===== config.mk =====
export PLATFORM = sky130hd
export DESIGN_NAME = lane_deskew
export DESIGN_NICKNAME = d
export VERILOG_FILES = /design/src/rtl/lane_deskew_pkg.sv /design/src/rtl/lane_deskew_lane.sv /design/src/rtl/lane_deskew_fsm.sv /design/src/rtl/lane_deskew_out.sv /design/src/rtl/lane_deskew.sv
export SDC_FILE = /design/constraint.sdc
export NUM_CORES = 1
export LEC_CHECK = 0
export ABC_CLOCK_PERIOD_IN_PS = 7100
export BUFFER_PORTS_ARGS = -buffer_cell sky130_fd_sc_hd__buf_4
export CORE_MARGIN = 2
export CORE_UTILIZATION = 55
export DETAILED_ROUTE_END_ITERATION = 16
export PLACE_DENSITY = 0.73
export SLEW_MARGIN = 0
export SYNTH_ARGS = -nofsm -noshare
export SYNTH_HDL_FRONTEND = slang
export SYNTH_HIERARCHICAL = 1
export SYNTH_SLANG_ARGS = --single-unit

===== constraint.sdc =====
create_clock -name clk -period 7.1 [get_ports clk]
set_input_delay 0 -clock clk [delete_from_list [all_inputs] [get_ports clk]]
set_output_delay 0 -clock clk [all_outputs]
set_load 0.05 [all_outputs]

===== src/rtl/lane_deskew_pkg.sv =====
package lane_deskew_pkg;

  typedef enum logic [2:0] {
    ST_HUNT  = 3'd0,
    ST_CHK1  = 3'd1,
    ST_CHK2  = 3'd2,
    ST_CHK3  = 3'd3,
    ST_LOCK  = 3'd4,
    ST_MISS1 = 3'd5,
    ST_MISS2 = 3'd6,
    ST_MISS3 = 3'd7
  } col_state_e;

  localparam logic [7:0] MARK_BYTE  = 8'h7C;
  localparam logic [7:0] FAULT_BYTE = 8'h9C;
  localparam logic [7:0] FAULT_TAIL = 8'h01;

  function automatic logic is_mark(input logic [7:0] byte_v, input logic k_v);
    return k_v && (byte_v == MARK_BYTE);
  endfunction

endpackage


===== src/rtl/lane_deskew_lane.sv =====
module lane_deskew_lane #(
  parameter int DEPTH = 8
) (
  input  logic       clk,
  input  logic       rst_n,
  input  logic       fire,
  input  logic       hunt,
  input  logic       clear,
  input  logic       load,
  input  logic [7:0] in_byte,
  input  logic       in_k,
  output logic       mark_now,
  output logic       found,
  output logic       over,
  output logic       mark_tap,
  output logic [7:0] tap_byte,
  output logic       tap_k
);
  import lane_deskew_pkg::*;

  localparam int AW = (DEPTH > 1) ? $clog2(DEPTH) : 1;
  localparam logic [AW-1:0] AGE_MAX = AW'(DEPTH - 1);

  logic [7:0]    hist_b [DEPTH-1];
  logic          hist_k [DEPTH-1];
  logic [7:0]    win_b  [DEPTH];
  logic          win_k  [DEPTH];
  logic [AW-1:0] tap_q;
  logic [AW-1:0] age_q;
  logic          found_q;

  // window index 0 is the live input, index i is i accepted beats back
  assign win_b[0] = in_byte;
  assign win_k[0] = in_k;
  for (genvar i = 1; i < DEPTH; i++) begin : g_win
    assign win_b[i] = hist_b[i-1];
    assign win_k[i] = hist_k[i-1];
  end

  always_ff @(posedge clk or negedge rst_n) begin
    if (!rst_n) begin
      for (int i = 0; i < DEPTH-1; i++) begin
        hist_b[i] <= '0;
        hist_k[i] <= 1'b0;
      end
    end else if (fire) begin
      hist_b[0] <= in_byte;
      hist_k[0] <= in_k;
      for (int i = 1; i < DEPTH-1; i++) begin
        hist_b[i] <= hist_b[i-1];
        hist_k[i] <= hist_k[i-1];
      end
    end
  end

  assign mark_now = is_mark(in_byte, in_k);
  assign found    = found_q;
  assign over     = found_q && (age_q == AGE_MAX);

  // search record: age_q is the window index of the recorded mark
  always_ff @(posedge clk or negedge rst_n) begin
    if (!rst_n) begin
      found_q <= 1'b0;
      age_q   <= '0;
      tap_q   <= '0;
    end else if (load) begin
      tap_q   <= found_q ? age_q : '0;
      found_q <= 1'b0;
    end else if (clear) begin
      found_q <= 1'b0;
    end else if (fire && hunt) begin
      if (found_q) begin
        age_q <= age_q + AW'(1);
      end else if (mark_now) begin
        found_q <= 1'b1;
        age_q   <= AW'(1);
      end
    end
  end

  assign tap_byte = win_b[tap_q];
  assign tap_k    = win_k[tap_q];
  assign mark_tap = is_mark(tap_byte, tap_k);

  AST_TAP_FROZEN: assert property (@(posedge clk) disable iff (!rst_n)
    !hunt |=> $stable(tap_q));

endmodule


===== src/rtl/lane_deskew_fsm.sv =====
module lane_deskew_fsm (
  input  logic clk,
  input  logic rst_n,
  input  logic fire,
  input  logic sync_all,
  input  logic all_here,
  input  logic col_full,
  input  logic col_part,
  output logic hunt,
  output logic locked
);
  import lane_deskew_pkg::*;

  col_state_e state_q;
  col_state_e state_d;

  always_comb begin
    state_d = state_q;
    if (!sync_all) begin
      state_d = ST_HUNT;
    end else if (fire) begin
      unique case (state_q)
        ST_HUNT:  if (all_here) state_d = ST_CHK1;
        ST_CHK1:  if (col_full) state_d = ST_CHK2;  else if (col_part) state_d = ST_HUNT;
        ST_CHK2:  if (col_full) state_d = ST_CHK3;  else if (col_part) state_d = ST_HUNT;
        ST_CHK3:  if (col_full) state_d = ST_LOCK;  else if (col_part) state_d = ST_HUNT;
        ST_LOCK:  if (col_part) state_d = ST_MISS1;
        ST_MISS1: if (col_full) state_d = ST_LOCK;  else if (col_part) state_d = ST_MISS2;
        ST_MISS2: if (col_full) state_d = ST_MISS1; else if (col_part) state_d = ST_MISS3;
        ST_MISS3: if (col_full) state_d = ST_MISS2; else if (col_part) state_d = ST_HUNT;
        default:  state_d = ST_HUNT;
      endcase
    end
  end

  always_ff @(posedge clk or negedge rst_n) begin
    if (!rst_n) state_q <= ST_HUNT;
    else        state_q <= state_d;
  end

  assign hunt   = (state_q == ST_HUNT);
  assign locked = state_q inside {ST_LOCK, ST_MISS1, ST_MISS2, ST_MISS3};

  AST_SYNC_DROP: assert property (@(posedge clk) disable iff (!rst_n)
    !sync_all |=> state_q == ST_HUNT);
  AST_HUNT_DONE: assert property (@(posedge clk) disable iff (!rst_n)
    (fire && sync_all && all_here && state_q == ST_HUNT) |=> state_q == ST_CHK1);
  AST_CHK_PROMOTE: assert property (@(posedge clk) disable iff (!rst_n)
    (fire && sync_all && col_full && state_q == ST_CHK3) |=> state_q == ST_LOCK);
  AST_CHK_ABORT: assert property (@(posedge clk) disable iff (!rst_n)
    (fire && sync_all && col_part && state_q inside {ST_CHK1, ST_CHK2, ST_CHK3})
    |=> state_q == ST_HUNT);
  AST_FLAG_FALL: assert property (@(posedge clk) disable iff (!rst_n)
    $fell(locked) |-> state_q == ST_HUNT);
  AST_LOCK_SLIP: assert property (@(posedge clk) disable iff (!rst_n)
    (fire && sync_all && col_part && state_q == ST_LOCK) |=> state_q == ST_MISS1);
  AST_MISS_GIVEUP: assert property (@(posedge clk) disable iff (!rst_n)
    (fire && sync_all && col_part && state_q == ST_MISS3) |=> state_q == ST_HUNT);

endmodule


===== src/rtl/lane_deskew_out.sv =====
module lane_deskew_out #(
  parameter int LANES = 4
) (
  input  logic               clk,
  input  logic               rst_n,
  input  logic               in_valid,
  input  logic               out_ready,
  input  logic               locked,
  input  logic [LANES*8-1:0] tap_data,
  input  logic [LANES-1:0]   tap_k,
  output logic               in_ready,
  output logic               fire,
  output logic               out_valid,
  output logic [LANES*8-1:0] out_data,
  output logic [LANES-1:0]   out_k
);
  import lane_deskew_pkg::*;

  logic [LANES*8-1:0] fault_data;
  logic [LANES-1:0]   fault_k;

  for (genvar g = 0; g < LANES; g++) begin : g_fault
    if (g == 0) begin : g_head
      assign fault_data[7:0] = FAULT_BYTE;
      assign fault_k[0]      = 1'b1;
    end else if (g == LANES-1) begin : g_tail
      assign fault_data[g*8 +: 8] = FAULT_TAIL;
      assign fault_k[g]           = 1'b0;
    end else begin : g_mid
      assign fault_data[g*8 +: 8] = 8'h00;
      assign fault_k[g]           = 1'b0;
    end
  end

  assign in_ready = !out_valid || out_ready;
  assign fire     = in_valid && in_ready;

  always_ff @(posedge clk or negedge rst_n) begin
    if (!rst_n) begin
      out_valid <= 1'b0;
      out_data  <= '0;
      out_k     <= '0;
    end else if (fire) begin
      out_valid <= 1'b1;
      out_data  <= locked ? tap_data : fault_data;
      out_k     <= locked ? tap_k    : fault_k;
    end else if (out_ready) begin
      out_valid <= 1'b0;
    end
  end

  AST_STALL_HOLD: assert property (@(posedge clk) disable iff (!rst_n)
    (out_valid && !out_ready) |=> (out_valid && $stable(out_data) && $stable(out_k)));
  AST_PASS_DATA: assert property (@(posedge clk) disable iff (!rst_n)
    (fire && locked) |=> (out_data == $past(tap_data) && out_k == $past(tap_k)));
  AST_FAULT_FILL: assert property (@(posedge clk) disable iff (!rst_n)
    (fire && !locked) |=> (out_data == fault_data && out_k == fault_k));

endmodule


===== src/rtl/lane_deskew.sv =====
module lane_deskew #(
  parameter int LANES = 4,
  parameter int DEPTH = 8
) (
  input  logic               clk,
  input  logic               rst_n,
  input  logic               in_valid,
  output logic               in_ready,
  input  logic [LANES*8-1:0] in_data,
  input  logic [LANES-1:0]   in_k,
  input  logic [LANES-1:0]   lane_sync,
  output logic               out_valid,
  input  logic               out_ready,
  output logic [LANES*8-1:0] out_data,
  output logic [LANES-1:0]   out_k,
  output logic               aligned
);
  logic               fire, hunt, locked, sync_all;
  logic               all_here, col_full, col_part, any_over;
  logic               restart, load, clear;
  logic [LANES-1:0]   mark_now, found, over, mark_tap, tap_k;
  logic [LANES*8-1:0] tap_data;

  assign sync_all = &lane_sync;
  assign all_here = &(found | mark_now);
  assign any_over = |over;
  assign col_full = &mark_tap;
  assign col_part = (|mark_tap) && !col_full;
  assign load     = fire && hunt && sync_all && all_here;
  assign restart  = fire && hunt && sync_all && !all_here && any_over;
  assign clear    = restart || !hunt || !sync_all;

  for (genvar g = 0; g < LANES; g++) begin : g_lane
    lane_deskew_lane #(.DEPTH(DEPTH)) u_lane (
      .clk      (clk),
      .rst_n    (rst_n),
      .fire     (fire),
      .hunt     (hunt),
      .clear    (clear),
      .load     (load),
      .in_byte  (in_data[g*8 +: 8]),
      .in_k     (in_k[g]),
      .mark_now (mark_now[g]),
      .found    (found[g]),
      .over     (over[g]),
      .mark_tap (mark_tap[g]),
      .tap_byte (tap_data[g*8 +: 8]),
      .tap_k    (tap_k[g])
    );
  end

  lane_deskew_fsm u_fsm (
    .clk      (clk),
    .rst_n    (rst_n),
    .fire     (fire),
    .sync_all (sync_all),
    .all_here (all_here),
    .col_full (col_full),
    .col_part (col_part),
    .hunt     (hunt),
    .locked   (locked)
  );

  lane_deskew_out #(.LANES(LANES)) u_out (
    .clk       (clk),
    .rst_n     (rst_n),
    .in_valid  (in_valid),
    .out_ready (out_ready),
    .locked    (locked),
    .tap_data  (tap_data),
    .tap_k     (tap_k),
    .in_ready  (in_ready),
    .fire      (fire),
    .out_valid (out_valid),
    .out_data  (out_data),
    .out_k     (out_k)
  );

  assign aligned = locked;

  AST_AGE_RESTART: assert property (@(posedge clk) disable iff (!rst_n)
    restart |=> found == '0);

endmodule


### Word level (Yosys, flattened, before mapping)

Index checks and enable logic that the tools add are counted.

| operators by class | value |
|---|---|
| reductions and logical operators | 45 |
| order comparisons | 4 |
| equality and inequality tests | 24 |
| bitwise gates (word level) | 7 |
| shift operators | 0 |
| add/sub/neg operators | 4 |
| divide/modulo/power cells | 0 |
| multiplexer cells | 74 |
| multipliers | 0 |

Operators with widths:

| operator | number |
|---|---|
| binary-select mux 8 bit (select 3 bit) | 4 |
| 2-to-1 mux 3 bit | 25 |
| equality test 8 x 7 -> 1 bit, second input constant | 8 |
| 2-to-1 mux 8 bit | 8 |
| 2-to-1 mux 32 bit | 1 |
| 2-to-1 mux 1 bit | 30 |
| AND reduction 4 bit | 7 |
| equality test 3 bit, second input constant | 8 |
| case mux 3 bit (8 select lines) | 1 |
| logical AND 1 bit | 19 |
| greater-or-equal comparator 4 bit, second input constant | 4 |
| inverter 3 -> 4 bit | 4 |
| adder 3 x 1 -> 3 bit, second input constant | 4 |
| binary-select mux 1 bit (select 3 bit) | 4 |
| nonzero test 2 bit | 5 |
| != test 4 bit, second input constant | 2 |
| OR reduction 4 bit | 2 |
| equality test 3 x 2 -> 1 bit, second input constant | 2 |
| != test 3 bit, second input constant | 2 |
| zero test 1 bit | 5 |
| AND reduction 5 bit | 1 |
| 2-to-1 mux 4 bit | 1 |
| bitwise OR 4 bit | 1 |
| nonzero test 4 bit | 1 |
| 6 further kinds | 9 |

| word-level totals | value |
|---|---|
| logic and storage cells | 230 |
| memory bits (read-only) | 0 |
| flip-flop bits (word level) | 320 |
| input bits | 44 |
| output and inout bits | 39 |
| latch bits | 0 |
| RAM bits | 0 |
| memories kept | 0 |

### Depth between registers and ports, before layout

| depth | value |
|---|---|
| depth after elaboration | 14 |
| gate-level depth with buffers | 12 |
| mapped depth without buffers | 10 |

### Modules after synthesis

Netlist, hierarchy kept.

By module, submodules not included:

| module | times used | area an instance (um2) | cells each | sequential area each (um2) |
|---|---|---|---|---|
| lane_deskew_lane | 4 | 3274.4 | 204 | 1751.7 |
| lane_deskew_out | 1 | 1682.9 | 136 | 925.9 |
| lane_deskew_fsm | 1 | 311.5 | 30 | 75.1 |
| lane_deskew | 1 | 72.6 | 11 | 0.0 |

### Worst setup path before layout

No wires, ideal clock.

| path | value |
|---|---|
| path kind | reg-to-reg |
| from | register g_lane[2].u_lane.tap_q[0] |
| to | register u_fsm.state_q[0] |
| setup slack | 4132 ps |
| data required time | 6980 ps |
| cell stages (with the launch flop) | 12 |
| path buffers | 2 |
| library setup time | 120 ps |
| arrival time | 2849 ps |
| period minus slack after synthesis | 2968 ps |
| cells stage by stage | dfrtp_1 -> buf_6 -> mux4_1 -> mux2_2 -> and3_1 -> and4bb_1 -> and4_1 -> clkbuf_1 -> maj3_2 -> o311ai_4 -> a211oi_2 -> a31o_1 |

| on the way | value |
|---|---|
| cells in the longest elaborated chain, start to end | 14 |
| elaborated cells on any way between the ends | 27 |
| classes of those cells | 4 x eq/ne; 16 x mux; 1 x bitwise; 6 x reduce/logical |

Ends and longest elaborated chain:

| element | line | RTL |
|---|---|---|
| start, declared | lane_deskew_lane.sv:28 | `logic [AW-1:0] tap_q;` |
| start signal, assigned | lane_deskew_lane.sv:67 | `tap_q <= found_q ? age_q : '0;` |
| inverter 3 -> 4 bit (implied by the code) (*) | lane_deskew_lane.sv:81 | `assign tap_byte = win_b[tap_q];` |
| binary-select mux 8 bit (select 3 bit) (*) | lane_deskew_lane.sv:81 |  |
| 2-to-1 mux 8 bit (implied by the code) (*) (2 in a row) | lane_deskew_lane.sv:81 |  |
| net tap_data[21] | lane_deskew.sv:22 | `logic [LANES*8-1:0] tap_data;` |
| equality test 8 x 7 -> 1 bit (*) | lane_deskew_pkg.sv:19 | `return k_v && (byte_v == MARK_BYTE);` |
| logical AND 1 bit (*) | lane_deskew_pkg.sv:19 |  |
| net mark_tap[2] | lane_deskew.sv:21 | `logic [LANES-1:0] mark_now, found, over, mark_tap, tap_k;` |
| AND reduction 4 bit (*) | lane_deskew.sv:27 | `assign col_full = &mark_tap;` |
| net col_full | lane_deskew.sv:19 | `logic all_here, col_full, col_part, any_over;` |
| zero test 1 bit | lane_deskew.sv:28 | `assign col_part = (\|mark_tap) && !col_full;` |
| logical AND 1 bit | lane_deskew.sv:28 |  |
| 2-to-1 mux 3 bit | -- |  |
| 2-to-1 mux 3 bit, on equally long branches | -- |  |
| case mux 3 bit (8 select lines) | lane_deskew_fsm.sv:22 | `unique case (state_q)` |
| 2-to-1 mux 3 bit | lane_deskew_fsm.sv:21 | `end else if (fire) begin` |
| 2-to-1 mux 3 bit | lane_deskew_fsm.sv:19 | `if (!sync_all) begin` |
| end signal, assigned | lane_deskew_fsm.sv:38 | `else state_q <= state_d;` |
| end, declared | lane_deskew_fsm.sv:14 | `col_state_e state_q;` |

Mark *: on every way through the listed nets, which the timed path passes. The rest lies on a longest branch. The select of a mux whose other input is x is not followed.
A chain may end at the register's enable or synchronous reset.

### Final worst setup path

| path | value |
|---|---|
| from | register u_out.out_valid |
| to | register g_lane[3].u_lane.age_q[0] |

| on the way | value |
|---|---|
| cells in the longest elaborated chain, start to end | 11 |
| elaborated cells on any way between the ends | 13 |
| classes of those cells | 2 x bitwise; 11 x reduce/logical |

Ends and longest elaborated chain:

| element | line | RTL |
|---|---|---|
| start, declared | lane_deskew_out.sv:13 | `output logic out_valid,` |
| start signal, assigned | lane_deskew_out.sv:40 | `out_valid <= 1'b0;` |
| start signal, assigned | lane_deskew_out.sv:44 | `out_valid <= 1'b1;` |
| start signal, assigned | lane_deskew_out.sv:48 | `out_valid <= 1'b0;` |
| zero test 1 bit (*) | lane_deskew_out.sv:35 | `assign in_ready = !out_valid \|\| out_ready;` |
| logical OR 1 bit (*) | lane_deskew_out.sv:35 |  |
| logical AND 1 bit (*) | lane_deskew_out.sv:36 | `assign fire = in_valid && in_ready;` |
| net fire | lane_deskew.sv:18 | `logic fire, hunt, locked, sync_all;` |
| logical AND 1 bit (*) | lane_deskew_lane.sv:71, lane_deskew.sv:29, lane_deskew.sv:30 |  |
| logical AND 1 bit | lane_deskew.sv:29, lane_deskew.sv:30 |  |
| logical AND 1 bit (2 in a row) | lane_deskew.sv:30 | `assign restart = fire && hunt && sync_all && !all_here && any_over;` |
| logical OR 1 bit (2 in a row) | lane_deskew.sv:31 | `assign clear = restart \|\| !hunt \|\| !sync_all;` |
| inverter 1 bit (no line) | -- |  |
| AND reduction 4 bit (no line) (*) | -- |  |
| end signal, assigned | lane_deskew_lane.sv:73 | `age_q <= age_q + AW'(1);` |
| end, declared | lane_deskew_lane.sv:29 | `logic [AW-1:0] age_q;` |

Mark *: on every way through the listed nets, which the timed path passes. The rest lies on a longest branch.

==> flow_summary.toml <==
[min_path]
hold_path.class = "input pin to asynchronous set/reset pin"

[die]
ios = 83
die_area_mm2 = 0.0289
rows = 60
coreArea_mm2 = 0.0270
die_width_um = 170
start_util_pct = 56.1
die_h_um = 170

[clock_tree]
hold_buffers = 40
cts_resized = 0
insertion_delay_ps = 510
cts_made_buffers = 35
cts_tree = "yes"
cts_setup_buffers = 0
numClockSinks = 320
cts_root_buf = "clkbuf_16"
cts.reportedPaths.clkPinSlew_ps = 60
htreeDepth = 2
cts_buffer_depth = 3

[routing]
vias = 8581
drt-initial-drc-count = 466
wire_per_inst_um = 19.8
drt-vias-per-instance = 5.91
drc = 0
drt-total-wl_um = 28800
first_pass_iters = 5
final_antenna_net_count = 0

[yosys]
ys_seq_elements = 320
async_flop_share_pct = 100
yosys.area_share.adder_pct = 0.734
synth_edf_count = 0
ys_types = 52
muxShareOfSynthArea_pct = 33.8
synth-compound-area-share_pct = 4.33
syn_nets = 1045
ys_seq_area_share_pct = 52.8
yosys_most_used_dff = "dfrtp_1"
yosysWarnings = 6
yosys.area_share.simple_pct = 4.65
synth_top_family_by_area = "multiplexers"
netlist_area_mm2 = 0.0152
synth_xor_xnor_area_share_pct = 0.116
synth_cells = 993
syn_area_per_cell_um2 = 15.3

[final_layout]
drive_above_1_share_pct = 22.0
fin_cells = 1452
layout.nets = 1140
antennaDiodeCount = 0
fillerInstances = 1962
area_delta_synth_final_pct = 14.8

[worst_setup_path]
cp.arrival_ps = 4290
worstPathRequired_ps = 7480
cp-start-kind = "register"
r2r_setup_slack_ps = 3190
worstReg2RegEnd = "g_lane[3].u_lane/age_q[0]$_DFFE_PN0P_"
r2r_start = "u_out/out_valid$_DFFE_PN0P_"
crit_path_max_fanout = 122
path_class = "register to register"
rr_worst_depth = 6
endpoint_kind = "register"

[place]
dp_hpwl_um = 18200
portBuffers = 82
gp_congestion = 0.749
dpl.cell_count = 1352

[timing]
maxSlewViolCount = 0
period_minus_slack_ps = 3910
skew_ps = 16.1
tns_ps = 0
hold_violations = 0
min_period_over_period_pct = 55.0
worst_pin_slew_ps = 1150
slew-limit-headroom_pct = 23.3
setup_viol = 0
rsz0062_at_grt = "no"
clock.fmax_mhz = 256

[power]
clkPwrFrac_pct = 32.7
p_switching_uw = 1440
power.density_mw_per_mm2 = 324
swShare_pct = 25.5
p_int_uw = 4200
pwr-share-seq_pct = 48.3
ir_drop_mv = 0.265
combPwrFrac_pct = 19.0
leakagePower_uw = 0.00795

[global_route]
grt.total_usage_pct = 20.9
grt_pass1_wl_um = 47900
antenna_found_initial = 0
grt_max_degree = 123
grt_pass1_vias = 8893
overflow = 0

[flow_run]
drv_cap = 0

[run_status]
status = "finished, final reports clean"
## synthesized netlist by cell type, types with 6 or more instances
library cell	count	area share [%]
a21oi_1	6	0.20
clkbuf_1	34	0.84
mux2i_1	8	0.53
mux2_1	256	19
buf_6	14	1.0
dfrtp_1	320	53
mux2_2	36	2.7
nor2_1	11	0.27
o21ai_1	12	0.40
nand2_1	21	0.52
ha_1	8	0.66
nand4_1	32	1.3
buf_2	15	0.50
inv_1	21	0.52
mux4_2	36	5.3
a41oi_1	6	0.35
a21bo_1	27	1.8
nand3_1	16	0.53
inv_2	8	0.20
mux4_1	36	6.2
## critical path, cell delays in order, from the launching register on
cell	delay (ps)
dfrtp_1	410
nand2b_4	430
nand2_4	360
inv_8	730
buf_4	1020
o2111a_2	430
mux2_1	330
## layout by cell type (no fill, tap or decap), types with 21 or more instances in the layout
cell           count
nand2_1           21
mux2_1           256
mux4_2            36
mux2_2            36
dlygate4sd3_1     40
buf_4             87
clkbuf_16         37
nand4_1           32
dfrtp_1          320
a21bo_1           27
mux4_1            36
## worst max path at each step
stage / startpoint / to / slack (ps) / cells after the start
global placement: u_out/out_valid$_DFFE_PN0P_ / g_lane[3].u_lane/age_q[0]$_DFFE_PN0P_ / 3250 / 6
CTS: u_out/out_valid$_DFFE_PN0P_ / g_lane[3].u_lane/age_q[0]$_DFFE_PN0P_ / 3150 / 6
global route: u_out/out_valid$_DFFE_PN0P_ / g_lane[3].u_lane/age_q[0]$_DFFE_PN0P_ / 2860 / 6
finish: u_out/out_valid$_DFFE_PN0P_ / g_lane[3].u_lane/age_q[0]$_DFFE_PN0P_ / 3190 / 6
detailed placement: u_out/out_valid$_DFFE_PN0P_ / g_lane[3].u_lane/age_q[0]$_DFFE_PN0P_ / 3210 / 6
floorplan: g_lane[2].u_lane/tap_q[0]$_DFFE_PN0P_ / u_fsm/state_q[0]$_DFFE_PN0P_ / 4130 / 11
## per-layer routing
layer | wire length, µm | up-vias | GRT usage [%]
met3 | 1130 | 42 | 2.91
met4 | 522 | 0 | 5.24
met1 | 13300 | 4419 | 30.5
li1 | - | 3953 | -
met2 | 13800 | 167 | 33.5
met5 | 0 | - | 0
## power by group through the flow
stage               sequential (µW)  combinational (µW)  clock (µW)
finish                         2720                1070        1840
CTS                            2730                1090        1890
global placement               2720                1030           0
global route                   2810                1180        1960
floorplan                      2620                 859           0
detailed placement             2750                1060           0
## cell families after synthesis
| kind of cell | after synthesis |
|---|---|
| xor gates and xnor gates | 2 |
| muxes | 372 |
| buffers and inverters | 99 |
| and+or+nand+nor | 115 |
| AOI/OAI and AO/OA | 76 |
| DFF | 320 |
| adders and majority gates | 9 |
## layout make-up
type                            instances  area [µm²]  share of cell area [%]
Clock inverter                         10         125                   0.718
Timing Repair Buffer                  128        1070                    6.14
Tap cell                              341         427                    2.45
Multi-Input combinational cell        574        6620                    38.0
Clock buffer                           50        1050                    6.06
Sequential cell                       320        8010                    46.0
Inverter                               29         116                   0.668
## state kept, by name, summed over array words and instances (netlist names)
name                  count
u_out/out_data           32
g_lane.u_lane/hist_k     28
g_lane.u_lane/tap_q      12
u_fsm/state_q             3
g_lane.u_lane/hist_b    224
g_lane.u_lane/found       4
u_out/out_k               4
g_lane.u_lane/age_q      12
u_out/out_valid           1
## per-stage QoR
| stage | utilization [%] | hold WS (ps) | total power [µW] | area [µm²] | worst slack, ps |
|---|---|---|---|---|---|
| finish | 64.4 | 32.8 | 5640 | 17400 | 3190 |
| global route | 64.4 | 28.9 | 5950 | 17400 | 2860 |
| CTS | 64.4 | 5.15 | 5710 | 17400 | 3150 |
| detailed placement | 58.6 | 21.7 | 3820 | 15800 | 3210 |
| global placement | 58.6 | 23.0 | 3750 | 15800 | 3250 |
| floorplan | - | -296 | 3480 | 15200 | 4130 |
No activity file was read; power rests on OpenSTA's default activity.
